--- src/rtl/ilv_pkg.sv ---
package ilv_pkg;

    localparam int unsigned NB_DEF  = 4;
    localparam int unsigned DW_DEF  = 32;
    localparam int unsigned AW_DEF  = 10;
    localparam int unsigned LAT_DEF = 6;

    typedef enum logic {
        S_IDLE = 1'b0,
        S_BUSY = 1'b1
    } sched_st_e;

    function automatic int unsigned idx_bits(int unsigned n);
        return (n <= 1) ? 1 : $clog2(n);
    endfunction

endpackage

--- src/rtl/ilv_bank_timer.sv ---
module ilv_bank_timer #(
    parameter int unsigned LAT = ilv_pkg::LAT_DEF
) (
    input  logic clk,
    input  logic rst,
    input  logic fire_i,
    output logic idle_o
);
    localparam int unsigned CW = $clog2(LAT + 2);

    logic [CW-1:0] cnt_q;

    always_ff @(posedge clk) begin
        if (rst) begin
            cnt_q <= '0;
        end else if (fire_i) begin
            cnt_q <= CW'(LAT);
        end else if (cnt_q != '0) begin
            cnt_q <= cnt_q - 1'b1;
        end
    end

    assign idle_o = (cnt_q == '0);

    // checker-only spacing counter, independent of cnt_q
    logic [CW-1:0] gap_q;
    logic          seen_q;

    always_ff @(posedge clk) begin
        if (rst) begin
            gap_q  <= '0;
            seen_q <= 1'b0;
        end else if (fire_i) begin
            gap_q  <= CW'(1);
            seen_q <= 1'b1;
        end else if (gap_q <= CW'(LAT)) begin
            gap_q  <= gap_q + 1'b1;
        end
    end


    bank_spacing_chk: assert property (@(posedge clk) disable iff (rst)
        (fire_i && seen_q) |-> (gap_q > CW'(LAT)));

endmodule

--- src/rtl/ilv_word_slot.sv ---
module ilv_word_slot #(
    parameter int unsigned DW = ilv_pkg::DW_DEF
) (
    input  logic          clk,
    input  logic          rst,
    input  logic          issue_i,
    input  logic          clear_i,
    input  logic          rvalid_i,
    input  logic [DW-1:0] rdata_i,
    output logic          avail_o,
    output logic [DW-1:0] word_o
);
    logic          pending_q;
    logic          filled_q;
    logic [DW-1:0] buf_q;
    logic          take;

    assign take = pending_q && rvalid_i;

    always_ff @(posedge clk) begin
        if (rst) begin
            pending_q <= 1'b0;
            filled_q  <= 1'b0;
            buf_q     <= '0;
        end else if (clear_i) begin
            pending_q <= 1'b0;
            filled_q  <= 1'b0;
        end else if (issue_i) begin
            pending_q <= 1'b1;
        end else if (take) begin
            pending_q <= 1'b0;
            filled_q  <= 1'b1;
            buf_q     <= rdata_i;
        end
    end

    assign avail_o = filled_q || take;
    assign word_o  = filled_q ? buf_q : rdata_i;


    stray_return_chk: assert property (@(posedge clk) disable iff (rst)
        (rvalid_i && !pending_q) |=> $stable(buf_q));

endmodule

--- src/rtl/ilv_fill_sched.sv ---
module ilv_fill_sched #(
    parameter int unsigned NB       = ilv_pkg::NB_DEF,
    parameter int unsigned DW       = ilv_pkg::DW_DEF,
    parameter int unsigned AW       = ilv_pkg::AW_DEF,
    parameter int unsigned BANK_LAT = ilv_pkg::LAT_DEF,
    localparam int unsigned IW      = ilv_pkg::idx_bits(NB),
    localparam int unsigned WA      = AW + IW
) (
    input  logic             clk,
    input  logic             rst,
    input  logic             req_valid_i,
    input  logic [AW-1:0]    req_blk_i,
    output logic             req_ready_o,
    output logic [NB-1:0]    bank_req_o,
    output logic [AW-1:0]    bank_addr_o,
    input  logic [NB-1:0]    bank_rvalid_i,
    input  logic [NB*DW-1:0] bank_rdata_i,
    output logic             out_valid_o,
    output logic             out_last_o,
    output logic [WA-1:0]    out_waddr_o,
    output logic [DW-1:0]    out_data_o
);
    ilv_pkg::sched_st_e state_q;
    logic [AW-1:0]      blk_q;
    logic [NB-1:0]      issued_q;
    logic [IW-1:0]      ptr_q;

    logic [NB-1:0]      idle_w;
    logic [NB-1:0]      avail_w;
    logic [DW-1:0]      word_w [NB];

    logic               accept;
    logic               ptr_is_last;
    logic               deliver;
    logic               deliver_last;

    assign accept       = req_valid_i && req_ready_o;
    assign ptr_is_last  = (ptr_q == IW'(NB - 1));
    assign deliver      = (state_q == ilv_pkg::S_BUSY) && avail_w[ptr_q];
    assign deliver_last = deliver && ptr_is_last;

    assign bank_req_o  = (state_q == ilv_pkg::S_BUSY) ? (~issued_q & idle_w) : '0;
    assign bank_addr_o = blk_q;
    assign req_ready_o = (state_q == ilv_pkg::S_IDLE) && !out_valid_o;

    for (genvar k = 0; k < NB; k++) begin : g_bank
        ilv_bank_timer #(.LAT(BANK_LAT)) u_timer (
            .clk    (clk),
            .rst    (rst),
            .fire_i (bank_req_o[k]),
            .idle_o (idle_w[k])
        );

        ilv_word_slot #(.DW(DW)) u_slot (
            .clk      (clk),
            .rst      (rst),
            .issue_i  (bank_req_o[k]),
            .clear_i  (deliver_last),
            .rvalid_i (bank_rvalid_i[k]),
            .rdata_i  (bank_rdata_i[k*DW +: DW]),
            .avail_o  (avail_w[k]),
            .word_o   (word_w[k])
        );


        one_req_per_bank_chk: assert property (@(posedge clk) disable iff (rst)
            bank_req_o[k] |=> !bank_req_o[k]);
    end

    always_ff @(posedge clk) begin
        if (rst) begin
            state_q     <= ilv_pkg::S_IDLE;
            blk_q       <= '0;
            issued_q    <= '0;
            ptr_q       <= '0;
            out_valid_o <= 1'b0;
            out_last_o  <= 1'b0;
            out_waddr_o <= '0;
            out_data_o  <= '0;
        end else begin
            out_valid_o <= deliver;
            out_last_o  <= deliver_last;
            if (deliver) begin
                out_data_o  <= word_w[ptr_q];
                out_waddr_o <= {blk_q, ptr_q};
                ptr_q       <= ptr_is_last ? '0 : ptr_q + 1'b1;
            end
            case (state_q)
                ilv_pkg::S_IDLE: begin
                    if (accept) begin
                        state_q  <= ilv_pkg::S_BUSY;
                        blk_q    <= req_blk_i;
                        issued_q <= '0;
                        ptr_q    <= '0;
                    end
                end
                default: begin
                    issued_q <= issued_q | bank_req_o;
                    if (deliver_last) begin
                        state_q <= ilv_pkg::S_IDLE;
                    end
                end
            endcase
        end
    end


    reset_clear_chk: assert property (@(posedge clk)
        rst |=> (!out_valid_o && !out_last_o && (bank_req_o == '0) && req_ready_o));


    ready_drop_chk: assert property (@(posedge clk) disable iff (rst)
        accept |=> !req_ready_o);


    ascend_order_chk: assert property (@(posedge clk) disable iff (rst)
        (out_valid_o && !out_last_o) |=>
            (!out_valid_o || (out_waddr_o == WA'($past(out_waddr_o) + 1'b1))));


    last_ends_block_chk: assert property (@(posedge clk) disable iff (rst)
        (out_valid_o && out_last_o) |=> !out_valid_o);


    busy_req_ignored_chk: assert property (@(posedge clk) disable iff (rst)
        (req_valid_i && !req_ready_o) |=> $stable(bank_addr_o));

endmodule

--- config.mk ---
export PLATFORM = sky130hd
export DESIGN_NAME = ilv_fill_sched
export DESIGN_NICKNAME = d
export VERILOG_FILES = /design/src/rtl/ilv_pkg.sv /design/src/rtl/ilv_bank_timer.sv /design/src/rtl/ilv_word_slot.sv /design/src/rtl/ilv_fill_sched.sv
export SDC_FILE = /design/constraint.sdc
export NUM_CORES = 1
export LEC_CHECK = 0
export BUFFER_PORTS_ARGS = -buffer_cell sky130_fd_sc_hd__buf_4
export CORE_UTILIZATION = 49
export CTS_BUF_LIST = sky130_fd_sc_hd__clkbuf_2 sky130_fd_sc_hd__clkbuf_4 sky130_fd_sc_hd__clkbuf_8
export DETAILED_ROUTE_END_ITERATION = 12
export GPL_ROUTABILITY_DRIVEN = 0
export GPL_TIMING_DRIVEN = 0
export PLACE_DENSITY = 0.72
export SLEW_MARGIN = 20
export SYNTH_ARGS = -nofsm -noshare
export SYNTH_HDL_FRONTEND = slang
export SYNTH_SLANG_ARGS = --single-unit
--- constraint.sdc ---
create_clock -name clk -period 3.6 [get_ports clk]
set_clock_uncertainty 0.15 [all_clocks]
set_input_delay 0.72 -clock clk [delete_from_list [all_inputs] [get_ports clk]]
set_output_delay 0.72 -clock clk [all_outputs]
set_load 0.005 [all_outputs]
==> results.md, run 1 <==
* Initial core utilization at 50.61%
* Layout cells sized above 1 at 26.53%
* Worst-margin pin slew at 998.9 ps
* Total grt overflow at 0
* First-pass GRT wire length at 48.67 mm
* Switching share of power at 28.74%
* Worst Hold Class: in -> reg
* Placeable core area at 22090 um2
* Max Slew Vio Count at 0
* Worst r2r src: ptr_q[0]
* Pint at 4.757 mW
* Floorplan die height at 153.1 um
* Hold path depth at 2
* TritonCTS clock tree: built
* FF+latch count, synth at 211
* Post-synth top flop: dfxtp_1
* Synth Cell Area at 11180 um2
* Pre-antenna DRT Iters at 4
* Synth Warn # at 0
* Pin count of the biggest net entering global routing at 11
* Post-DR wirelength/cell at 19.20 um
* Max rail drop VDD at 293.2 uV
* Clk Latency, worst-skew pair at 530 ps
* Area leader, netlist: dfxtp_1
* Final setup viols at 0
* Worst Path Max Fanout at 6
* Max Clk Rate at 330.1 MHz
* Mapped Nets at 1236
* R2R Setup Slk at 830 ps
* Post-layout util at 62.93%
* Port bufs at 204
* CTS Buf Count at 38
* Hpwl dp at 23.01 mm
* Pwr/cell area at 480.2 nW/um2
* Share of synthesized flip-flops with an asynchronous set or reset at 0%
* Logic pwr share at 23.0%
* Setup TNS at 0 ps
* Syn avg cell area at 10.33 um2
* Vias post-DR at 8881
* Area Growth Syn to Fin at 24.36%
* Full die area at 23430 um2
* Startpoint Class: flop
* Mapped Cells at 1082
* Rows at 54
* Clock share of power at 36.8%
* 1st-iter DRT viols at 502
* DP Area at 13060 um2
* RSZ-0062 raised after global routing: false
* Number of flops mapped to enable cells by yosys at 0
* Reg power frac at 40.2%
* Fin nets at 1480
* Post-route ant nets at 0
* Antenna Cells at 0
* Kind of critical path: reg -> out
* Critical path arrival at 2160 ps
* Final worst path period share at 84.14%
* Initial antenna violation count at 1
* DRC at 0
* Distinct cell type count after synthesis at 39
* Max cap viols at 0
* H-tree Lvls at 2
* Final WL at 31.35 mm
* CTS clock-pin slew for the worst setup and hold paths at 60 ps
* Hold_sp: req_blk_i[3]
* Synth area leaders: dfxtp_1 38%, mux2i_1 23%, nand2b_1 15%, mux4_2 6.4%, a211oi_1 2.2%
* Synth top cells by count: 261 x nand2b_1, 260 x mux2i_1, 211 x dfxtp_1
* Design area at 13900 um2
* Max_slew headroom at 33.00%
* Sequential fraction of the synthesis area at 37.78%
* Placed cell count at 1566
* Critical Path Sink Type: primary output
* Critical path required time at 2730 ps
* Root Buffer Master: clkbuf_8
* Cell with the most instances after synthesis: nand2b_1
* CTS resizes at 0
* Net Sw Power at 1.919 mW
* Die Wd at 153.1 um
* PnR Total Power at 6.677 mW
* Worst Reg-to-Reg Cells at 8
* WHS Endpoint: bank_addr_o[3]
* Clock Sinks at 211
* Vias/cell at 5.438
* Post-CTS setup buffer count at 0
* Outcome: complete, no violations
* Min cycle time layout at 3029 ps
* Final cell count without fillers at 1633
* CTS Hold Bufs at 0
* Vias in the first global route at 8849
* I/O pin total at 206
* Total GRT Usage at 26.68%
* Leakage at 5.148 nW
* Final hold vios at 0
* Clock Tree Buf Depth at 3
* R2r endpoint: g_bank[0].u_slot.buf_q[3]
* Synth top area share at 37.78%
==> power groups by stage <==
stage                     Clock [mW]  Combinational (mW)  Sequential (mW)
after floorplan                    0                1.03             2.70
after global placement             0                1.50             2.72
after detailed placement           0                1.53             2.73
after CTS                       2.49                1.54             2.68
after global routing            2.59                1.67             2.71
final                           2.46                1.54             2.69
==> cell type report <==
cell class / instances / area, um2
Multi-Input combinational cell: 764 / 6379
Timing Repair Buffer: 204 / 1531
Tap cell: 280 / 350.3
Inverter: 13 / 48.80
Sequential cell: 211 / 4224
Clock inverter: 2 / 10.01
Fill cell: 1803 / 8189
Buffer: 94 / 529.3
Clock buffer: 65 / 832.0
==> per-layer routing <==
layer  vias to the layer above  wire length (um)  GRT usage [%]
li1                       4292                 -              -
met1                      4254             14050          35.11
met2                       271             14660          44.01
met3                        62              1894          5.103
met4                         2               727          8.562
met5                         -                17              0
==> how the worst max path moves through the flow <==
stage	from	endpoint	slack, ps	cells after the start
5_1_grt	g_bank[3].u_timer.cnt_q[0]	bank_req_o[3]	440	7
6_report	g_bank[3].u_timer.cnt_q[0]	bank_req_o[3]	570	7
2_1_floorplan	bank_rvalid_i[0]	g_bank[2].u_slot.buf_q[10]	1210	6
4_1_cts	g_bank[3].u_timer.cnt_q[0]	bank_req_o[3]	560	7
3_3_place_gp	bank_rvalid_i[0]	g_bank[0].u_slot.buf_q[16]	690	7
3_5_place_dp	bank_rvalid_i[0]	g_bank[2].u_slot.buf_q[17]	690	7
==> metrics by stage <==
stage                     hold slack [ps]  setup WS (ps)
after floorplan                     279.3           1210
after global placement              289.3          690.5
after detailed placement            300.0          694.7
after CTS                           231.9          557.1
after global routing                235.0          442.1
final                               246.5          571.1
==> placed cells by master, fill, tap and decap left out, drive strengths merged, types with 9 or more instances in the layout <==
cell type and count:
nor3 36, nand2 12, mux4 32, dfxtp 211, ha 9, inv 13, nor2 15, a21oi 24
nand3 12, a211oi 34, nand2b 262, a22o 10, o21ai 17, buf 256, clkbuf 107, mux2i 260
==> kinds of logic after synthesis <==
| group | Yosys count | share of synthesized area, % |
|---|---|---|
| simple gates | 352 | 18.69 |
| mux | 292 | 29.72 |
| flops | 211 | 37.78 |
| compound gates | 107 | 7.319 |
| buf+inv | 107 | 5.170 |
| fa+ha+maj | 9 | 1.007 |
| xor+xnor | 4 | 0.3133 |
==> worst max-delay path: stages, from the launching register on <==
cell	delay (ps)
dfxtp_1	340
nor2_1	160
ha_1	300
nand2_1	60
or2_2	310
inv_1	200
buf_4	150
buf_4	90
==> flip-flops by register name, indices dropped and copies added, names as in the netlist <==
| signal | count |
|---|---|
| g_bank.u_slot.pending_q | 4 |
| g_bank.u_timer.cnt_q | 12 |
| out_data_o | 32 |
| issued_q | 4 |
| ptr_q | 2 |
| state_q | 1 |
| g_bank.u_slot.buf_q | 128 |
| out_waddr_o | 12 |
| bank_addr_o | 10 |
| g_bank.u_slot.filled_q | 4 |
| out_valid_o | 1 |
| out_last_o | 1 |
No activity file was read; power rests on OpenSTA's default activity.
==> inputs of run 2 (changes only) <==
--- a/config.mk
+++ b/config.mk
@@ -11,7 +11,7 @@
 export DETAILED_ROUTE_END_ITERATION = 12
 export GPL_ROUTABILITY_DRIVEN = 0
 export GPL_TIMING_DRIVEN = 0
-export PLACE_DENSITY = 0.72
+export PLACE_DENSITY = 0.74
 export SLEW_MARGIN = 20
 export SYNTH_ARGS = -nofsm -noshare
 export SYNTH_HDL_FRONTEND = slang
==> constraint.sdc (replaced) <==
create_clock -name clk -period 2.6 [get_ports clk]
set_clock_uncertainty 0.15 [all_clocks]
set_input_delay 0.52 -clock clk [delete_from_list [all_inputs] [get_ports clk]]
set_output_delay 0.52 -clock clk [all_outputs]
set_load 0.005 [all_outputs]
==> run 2 against run 1 <==
Routed wire length increased by 2.6%. Worst setup slack lost 490 ps. Critical path depth is the same. Clock-buffer cell count shrank 2. Design area up 1.0%. Sequential cell count is the same. Power rose by 41%. Register-to-register slack got worse by 700 ps. Critical endpoint is now bank_req_o[1]. Largest cell class unchanged.
==> results.md, run 2 (synthesized netlist as in run 1, its figures left out) <==
* Outcome: complete, no violations
* Max Clk Rate at 396.3 MHz
* Reg power frac at 39.6% (-0.6 points)
* Pin count of the biggest net entering global routing at 11 (unchanged)
* Pre-antenna DRT Iters at 4 (unchanged)
* Top flop regs: g_bank.u_slot.buf_q: 128 flops, out_data_o: 32 flops
* Worst path most repeated cell: buf_4
* Max_slew headroom at 42.63% (+9.6 points)
* Rows at 54 (unchanged)
* Final worst path period share at 97.06%
* I/O pin total at 206 (unchanged)
* Area Growth Syn to Fin at 25.64%
* Design area at 14050 um2 (+1.0%)
* Initial antenna violation count at 0 (-1)
* Worst path slowest cell: dfxtp_1
* Critical path arrival at 1850 ps (-310 ps)
* Worst Path Max Fanout at 5 (-1)
* Commonest non-fill, non-tap cell in the layout: nand2b_1
* Antenna Cells at 0 (unchanged)
* 1st-iter DRT viols at 523 (+4.2%)
* CP Cell Sequence: nor2_2 -> ha_2 -> nand2_1 -> or2_4 -> inv_4 -> buf_4 -> buf_4
* Final setup viols at 0 (unchanged)
* Clock Sinks at 211 (unchanged)
* Switching share of power at 29.13% (+0.39 points)
* Initial core utilization at 50.61% (unchanged)
* CTS Buf Count at 40 (+5.3%)
* Final WL at 32.18 mm (+2.6%)
* TritonCTS clock tree: built
* Setup TNS at 0 ps (unchanged)
* Leakage at 5.203 nW (+1.1%)
* Startpoint Class: flop
* Layout cells sized above 1 at 28.47% (+1.9 points)
* Floorplan die height at 153.1 um (unchanged)
* Max Slew Vio Count at 0 (unchanged)
* Worst Hold Class: in -> reg
* CTS Hold Bufs at 0 (unchanged)
* DP Area at 13060 um2 (unchanged)
* Max cap viols at 0 (unchanged)
* Crit-path max cell delay at 340 ps (about the same)
* Pwr/cell area at 671.8 nW/um2 (+40%)
* Kind of critical path: reg -> out
* Number of flip-flops in the largest register at 128 (unchanged)
* DRC at 0 (unchanged)
* First-pass GRT wire length at 49.94 mm (+2.6%)
* Post-DR wirelength/cell at 19.50 um (+1.6%)
* Die Wd at 153.1 um (unchanged)
* Logic pwr share at 24.7% (+1.7 points)
* Clk Latency, worst-skew pair at 530 ps (about the same)
* Total GRT Usage at 27.32% (+0.64 points)
* CTS clock-pin slew for the worst setup and hold paths at 60 ps (about the same)
* Vias/cell at 5.501 (+1.2%)
* Min cycle time layout at 2523 ps
* Worst-margin pin slew at 860.6 ps (-138.3 ps)
* Port bufs at 204 (unchanged)
* Worst Reg-to-Reg Cells at 9 (+1)
* Vias post-DR at 9077 (+2.2%)
* Hold path depth at 2 (unchanged)
* Most frequent cells in the layout: 261 x nand2b_1, 260 x mux2i_1, 227 x buf_4
* Net Sw Power at 2.749 mW (+43%)
* Clock share of power at 35.8% (-1.0 points)
* Pint at 6.688 mW (+41%)
* Full die area at 23430 um2 (unchanged)
* Fin nets at 1497 (+1.1%)
* Hpwl dp at 23.28 mm (+1.1%)
* Biggest register: g_bank.u_slot.buf_q
* Total grt overflow at 0 (unchanged)
* Max rail drop VDD at 492.5 uV (+68%)
* H-tree Lvls at 2 (unchanged)
* Placeable core area at 22090 um2 (unchanged)
* Post-route ant nets at 0 (unchanged)
* Root Buffer Master: clkbuf_8
* Vias in the first global route at 9243 (+4.5%)
* Critical Path Sink Type: primary output
* Critical path required time at 1930 ps (-800 ps)
* Clock Tree Buf Depth at 3 (unchanged)
* Final hold vios at 0 (unchanged)
==> run 2: cell count changes in the layout (fill, tap and decap cells not counted), moves of 4 or more <==
cell      before  now
buf_4        212  227
clkbuf_4      10   16
clkbuf_8      55   47
ha_1           9    5
ha_2           0    4
inv_1         13    9
inv_4          0    4
==> run 2: cell type report <==
class / count / area (um2)
Fill cell: 1837 / 8046
Buffer: 94 / 529.3
Inverter: 13 / 58.81
Sequential cell: 211 / 4227
Timing Repair Buffer: 219 / 1644
Clock buffer: 63 / 767.0
Multi-Input combinational cell: 764 / 6409
Clock inverter: 6 / 62.56
Tap cell: 280 / 350.3
==> run 2: worst max-delay path, delay by kind of cell, from the launching register on <==
| family | cells | cell delay [ps] |
|---|---|---|
| and+or+nand+nor | 3 | 470 |
| buffers and inverters | 3 | 280 |
| adders and majority gates | 1 | 220 |
| DFF | 1 | 340 |
==> run 2: per-layer routing <==
metal,routed length [um],GRT usage (%)
met4,828,9.283
met1,14090,34.75
met3,1712,4.962
met2,15540,46.51
met5,0,0
==> run 2: repair_timing <==
action | 4_1_cts | 5_1_grt
resized for setup | 13 | 8
endpoints found under the setup margin | 133 | 9
pin swaps | 7 | 2
setup buffers | 11 | 4
==> run 2: per-stage QoR <==
| stage | instances | setup WS (ps) | util, % | power [mW] | hold WS [ps] |
|---|---|---|---|---|---|
| after floorplan | 1082 | 289.9 | - | 5.166 | 279.3 |
| after global placement | 1566 | -153.9 | 59.12 | 5.846 | 289.4 |
| after detailed placement | 1566 | -178.7 | 59.12 | 5.909 | 296.3 |
| after CTS | 1646 | -128.8 | 63.37 | 9.371 | 28.54 |
| after global routing | 1650 | -13.12 | 63.58 | 9.834 | 38.47 |
| final | 1650 | 76.56 | 63.58 | 9.437 | 46.75 |
==> run 2: power groups by stage <==
| stage | clock network (mW) | registers [mW] | logic, mW |
|---|---|---|---|
| global placement | 0 | 3.77 | 2.08 |
| finish | 3.37 | 3.74 | 2.33 |
| CTS | 3.41 | 3.72 | 2.24 |
| global route | 3.56 | 3.77 | 2.51 |
| detailed placement | 0 | 3.78 | 2.13 |
| floorplan | 0 | 3.74 | 1.43 |
==> run 2: path summary, 6_finish.rpt <==
| path | from | to | slack (ps) |
|---|---|---|---|
| setup / recovery | g_bank[1].u_timer.cnt_q[0] | bank_req_o[1] | 80 |
| hold / removal | req_blk_i[3] | bank_addr_o[3] | 50 |
| setup reg to reg | ptr_q[0] | g_bank[1].u_slot.buf_q[24] | 130 |
| hold reg to reg | issued_q[3] | issued_q[3] | 310 |
==> inputs of run 3 (changes only) <==
--- a/config.mk
+++ b/config.mk
@@ -8,6 +8,7 @@
 export BUFFER_PORTS_ARGS = -buffer_cell sky130_fd_sc_hd__buf_4
 export CORE_UTILIZATION = 49
 export CTS_BUF_LIST = sky130_fd_sc_hd__clkbuf_2 sky130_fd_sc_hd__clkbuf_4 sky130_fd_sc_hd__clkbuf_8
+export CTS_CLUSTER_SIZE = 8
 export DETAILED_ROUTE_END_ITERATION = 12
 export GPL_ROUTABILITY_DRIVEN = 0
 export GPL_TIMING_DRIVEN = 0
@@ -15,4 +16,5 @@
 export SLEW_MARGIN = 20
 export SYNTH_ARGS = -nofsm -noshare
 export SYNTH_HDL_FRONTEND = slang
+export SYNTH_HIERARCHICAL = 1
 export SYNTH_SLANG_ARGS = --single-unit
==> constraint.sdc (replaced) <==
create_clock -name clk -period 2.6 [get_ports clk]
set_clock_uncertainty 0.15 [all_clocks]
set_input_delay 0.65 -clock clk [delete_from_list [all_inputs] [get_ports clk]]
set_output_delay 0.65 -clock clk [all_outputs]
set_load 0.005 [all_outputs]
==> run 3 against run 2 <==
Design area is 2.0% higher. Sequential share of layout area shrank 0.59 points. First-iteration DRC count shrank 8.6%. Synthesized cell count up 1.9%. Clock-buffer cell count shrank 2. Via count is 1.4% lower. Area after synthesis grew 1.6%. Clock power down 1%. Routed wire length is 0.24% higher. Cell count up 1.5%. Hold slack improved by 120 ps. Die area rose by 1.6%.
==> results.md, run 3 <==
* Final setup viols at 0 (unchanged)
* Share of synthesized flip-flops with an asynchronous set or reset at 0% (unchanged)
* 1st-iter DRT viols at 478 (-8.6%)
* CTS Hold Bufs at 0 (unchanged)
* Vias in the first global route at 9080 (-1.8%)
* Pre-antenna DRT Iters at 5 (+1)
* Number of flip-flops in the largest register at 128 (unchanged)
* Critical path arrival at 2860 ps (+1010 ps)
* Hpwl dp at 23.60 mm (+1.4%)
* Synth top cells by count: 256 x nand2b_1, 211 x dfxtp_1, 133 x mux2i_1
* TritonCTS clock tree: built
* Clock Sinks at 211 (unchanged)
* Min cycle time layout at 2556 ps (+32.27 ps)
* Area Growth Syn to Fin at 26.09%
* Mapped Cells at 1103 (+1.9%)
* Max Slew Vio Count at 0 (unchanged)
* Vias/cell at 5.346 (-2.8%)
* Most frequent cells in the layout: 256 x nand2b_1, 226 x buf_4, 210 x dfxtp_1
* Kind of critical path: reg -> reg
* Post-DR wirelength/cell at 19.27 um (-1.2%)
* Biggest register: g_bank.u_slot/buf_q
* Total GRT Usage at 26.86% (-0.46 points)
* Synth Cell Area at 11360 um2 (+1.6%)
* Pin count of the biggest net entering global routing at 24 (+13)
* Pwr/cell area at 653.3 nW/um2 (-2.8%)
* Commonest non-fill, non-tap cell in the layout: nand2b_1
* Area of the multi-input gates at 6529 um2 (+1.9%)
* Final worst path period share at 98.30% (+1.2 points)
* Full die area at 23800 um2 (+1.6%)
* Final setup margin at 44.29 ps (-32.27 ps)
* Root Buffer Master: clkbuf_8
* Area leader, netlist: dfxtp_1
* Dpl ws at -387.9 ps (-209.2 ps)
* FF+latch count, synth at 211 (unchanged)
* Initial antenna violation count at 1 (+1)
* Worst-margin pin slew at 814.1 ps (-46.54 ps)
* Distinct cell type count after synthesis at 36 (-7.7%)
* Synth Warn # at 6 (+6)
* Startpoint Class: flop
* Syn avg cell area at 10.30 um2 (-0.31%)
* Number of flops mapped to enable cells by yosys at 0 (unchanged)
* Outcome: complete, no violations
* Crit-path max cell delay at 330 ps (about the same)
* Max cap viols at 0 (unchanged)
* Top flop regs: g_bank.u_slot/buf_q: 128 flops, out_data_o: 32 flops
* Max rail drop VDD at 631.5 uV (+28%)
* Worst path slowest cell: dfxtp_2
* Critical Path Sink Type: flop
* Worst Path Buf+Inv at 5 (+2)
* Mapped Nets at 1257 (+1.7%)
* Clock Tree Buf Depth at 3 (unchanged)
* I/O pin total at 206 (unchanged)
* Synth top area share at 37.18% (-0.60 points)
* Final hold vios at 0 (unchanged)
* PnR Total Power at 9.359 mW (-0.83%)
* Critical path required time at 2910 ps (+980 ps)
* Layout cells sized above 1 at 37.10% (+8.6 points)
* Worst Path Max Fanout at 10 (+5)
* CP Cell Sequence: buf_12 -> a21o_1 -> mux2_4 -> o2bb2ai_2 -> buf_6 -> buf_8 -> and2_4 -> and4bb_1 -> buf_6 -> buf_12 -> mux2i_4
* Post-route ant nets at 0 (unchanged)
* Fin nets at 1516 (+1.3%)
* First-pass GRT wire length at 49.37 mm (-1.1%)
* Placeable core area at 22710 um2 (+2.8%)
* DRC at 0 (unchanged)
* Max_slew headroom at 45.73% (+3.1 points)
* Port bufs at 205 (+0.49%)
* Sequential fraction of the synthesis area at 37.18% (-0.60 points)
* Synth area leaders: dfxtp_1 37%, nand2b_1 14%, mux2_2 13%, mux2i_1 12%, mux4_2 6.3%
* Post-synth top flop: dfxtp_1
* Worst hold slack at 163.2 ps (+116.4 ps)
* Clk Latency, worst-skew pair at 550 ps (+20 ps)
* Max Clk Rate at 391.3 MHz (-1.3%)
* FF/Latch Area at 4225 um2 (about the same)
* Final WL at 32.26 mm (+0.24%)
* Crit-path leading delay family: buffers and inverters
* Cell with the most instances after synthesis: nand2b_1
* Vias post-DR at 8949 (-1.4%)
* Initial core utilization at 50.03% (-0.57 points)
* H-tree Lvls at 2 (unchanged)
* CTS Buf Count at 39 (-2.5%)
* Die Wd at 154.3 um (+0.80%)
* Worst Hold Class: in -> reg
* Floorplan die height at 154.3 um (+0.80%)
* CTS clock-pin slew for the worst setup and hold paths at 60 ps (about the same)
* Leakage at 5.526 nW (+6.2%)
* Total grt overflow at 0 (unchanged)
* Rows at 55 (+1.9%)
* Layout fillers at 1934 (+5.3%)
-- run 3: cell count changes in the layout (fill, tap and decap cells not counted), sizes merged, moves of 7 or more --
cell and change:
mux2 +129, mux2i -126, nand2 +85, a211oi -34
nor3 -32, a21oi +30, o21ai -13, clkbuf -12
nand3 -12, nor2 +8, o21a +7
-- run 3: final timing paths --
check / startpoint / endpoint / slack (ps) / depth (start not counted)
min: req_blk_i[7] / bank_addr_o[7] / 160 / 2
max reg2reg: g_bank[0].u_slot/filled_q / g_bank[1].u_slot/buf_q[27] / 40 / 11
min reg2reg: out_data_o[16] / out_data_o[16] / 300 / 2
max: g_bank[0].u_slot/filled_q / g_bank[1].u_slot/buf_q[27] / 40 / 11
-- run 3: cells by family (layout without fill, tap and decap cells) --
family,Yosys count,count (layout),synth area share [%]
fa+ha+maj,9,9,0.9911
mux,295,295,31.00
flops,211,211,37.18
compound gates,88,88,4.823
xor+xnor,4,4,0.3083
simple gates,399,399,19.72
buf+inv,97,382,5.980
other cells,0,1,0
-- run 3: per-stage QoR --
step | TNS, ps | cell area (um2) | utilization [%] | std cells
after floorplan | 0 | 11380 | - | 1103
after global routing | -12.88 | 14330 | 63.09 | 1674
after detailed placement | -42290 | 13270 | 58.45 | 1593
final | 0 | 14330 | 63.09 | 1674
after global placement | -38340 | 13270 | 58.45 | 1593
after CTS | 0 | 14260 | 62.79 | 1665
-- run 3: power breakdown --
part	switching [mW]	total, mW	internal (mW)
sequential	0.182	3.69	3.51
clock	1.43	3.32	1.89
combinational	1.07	2.35	1.28
-- run 3: timing repair --
item                       4_1_cts  5_1_grt
setup buffers                    8       10
pin swaps                        1        5
resized for setup               19       10
gates cloned                     1        0
setup endpoints to repair      132       25
-- run 3: per-layer routing --
layer	part of all wire [%]	GRT usage, %
met1	44	34.85
met2	47	44.70
met3	5.9	4.791
met4	2.9	9.995
met5	0	0
-- run 3: cell type report --
type / instances / share of cell area (%)
diodes: 1 / 0.01747
plain buffers: 78 / 4.323
clock buffers: 61 / 5.380
clock inverters: 6 / 0.3319
inverters: 13 / 0.3406
multi-input cells: 795 / 45.57
flip-flops and latches: 211 / 29.49
well taps: 285 / 2.489
repair buffers: 224 / 12.05
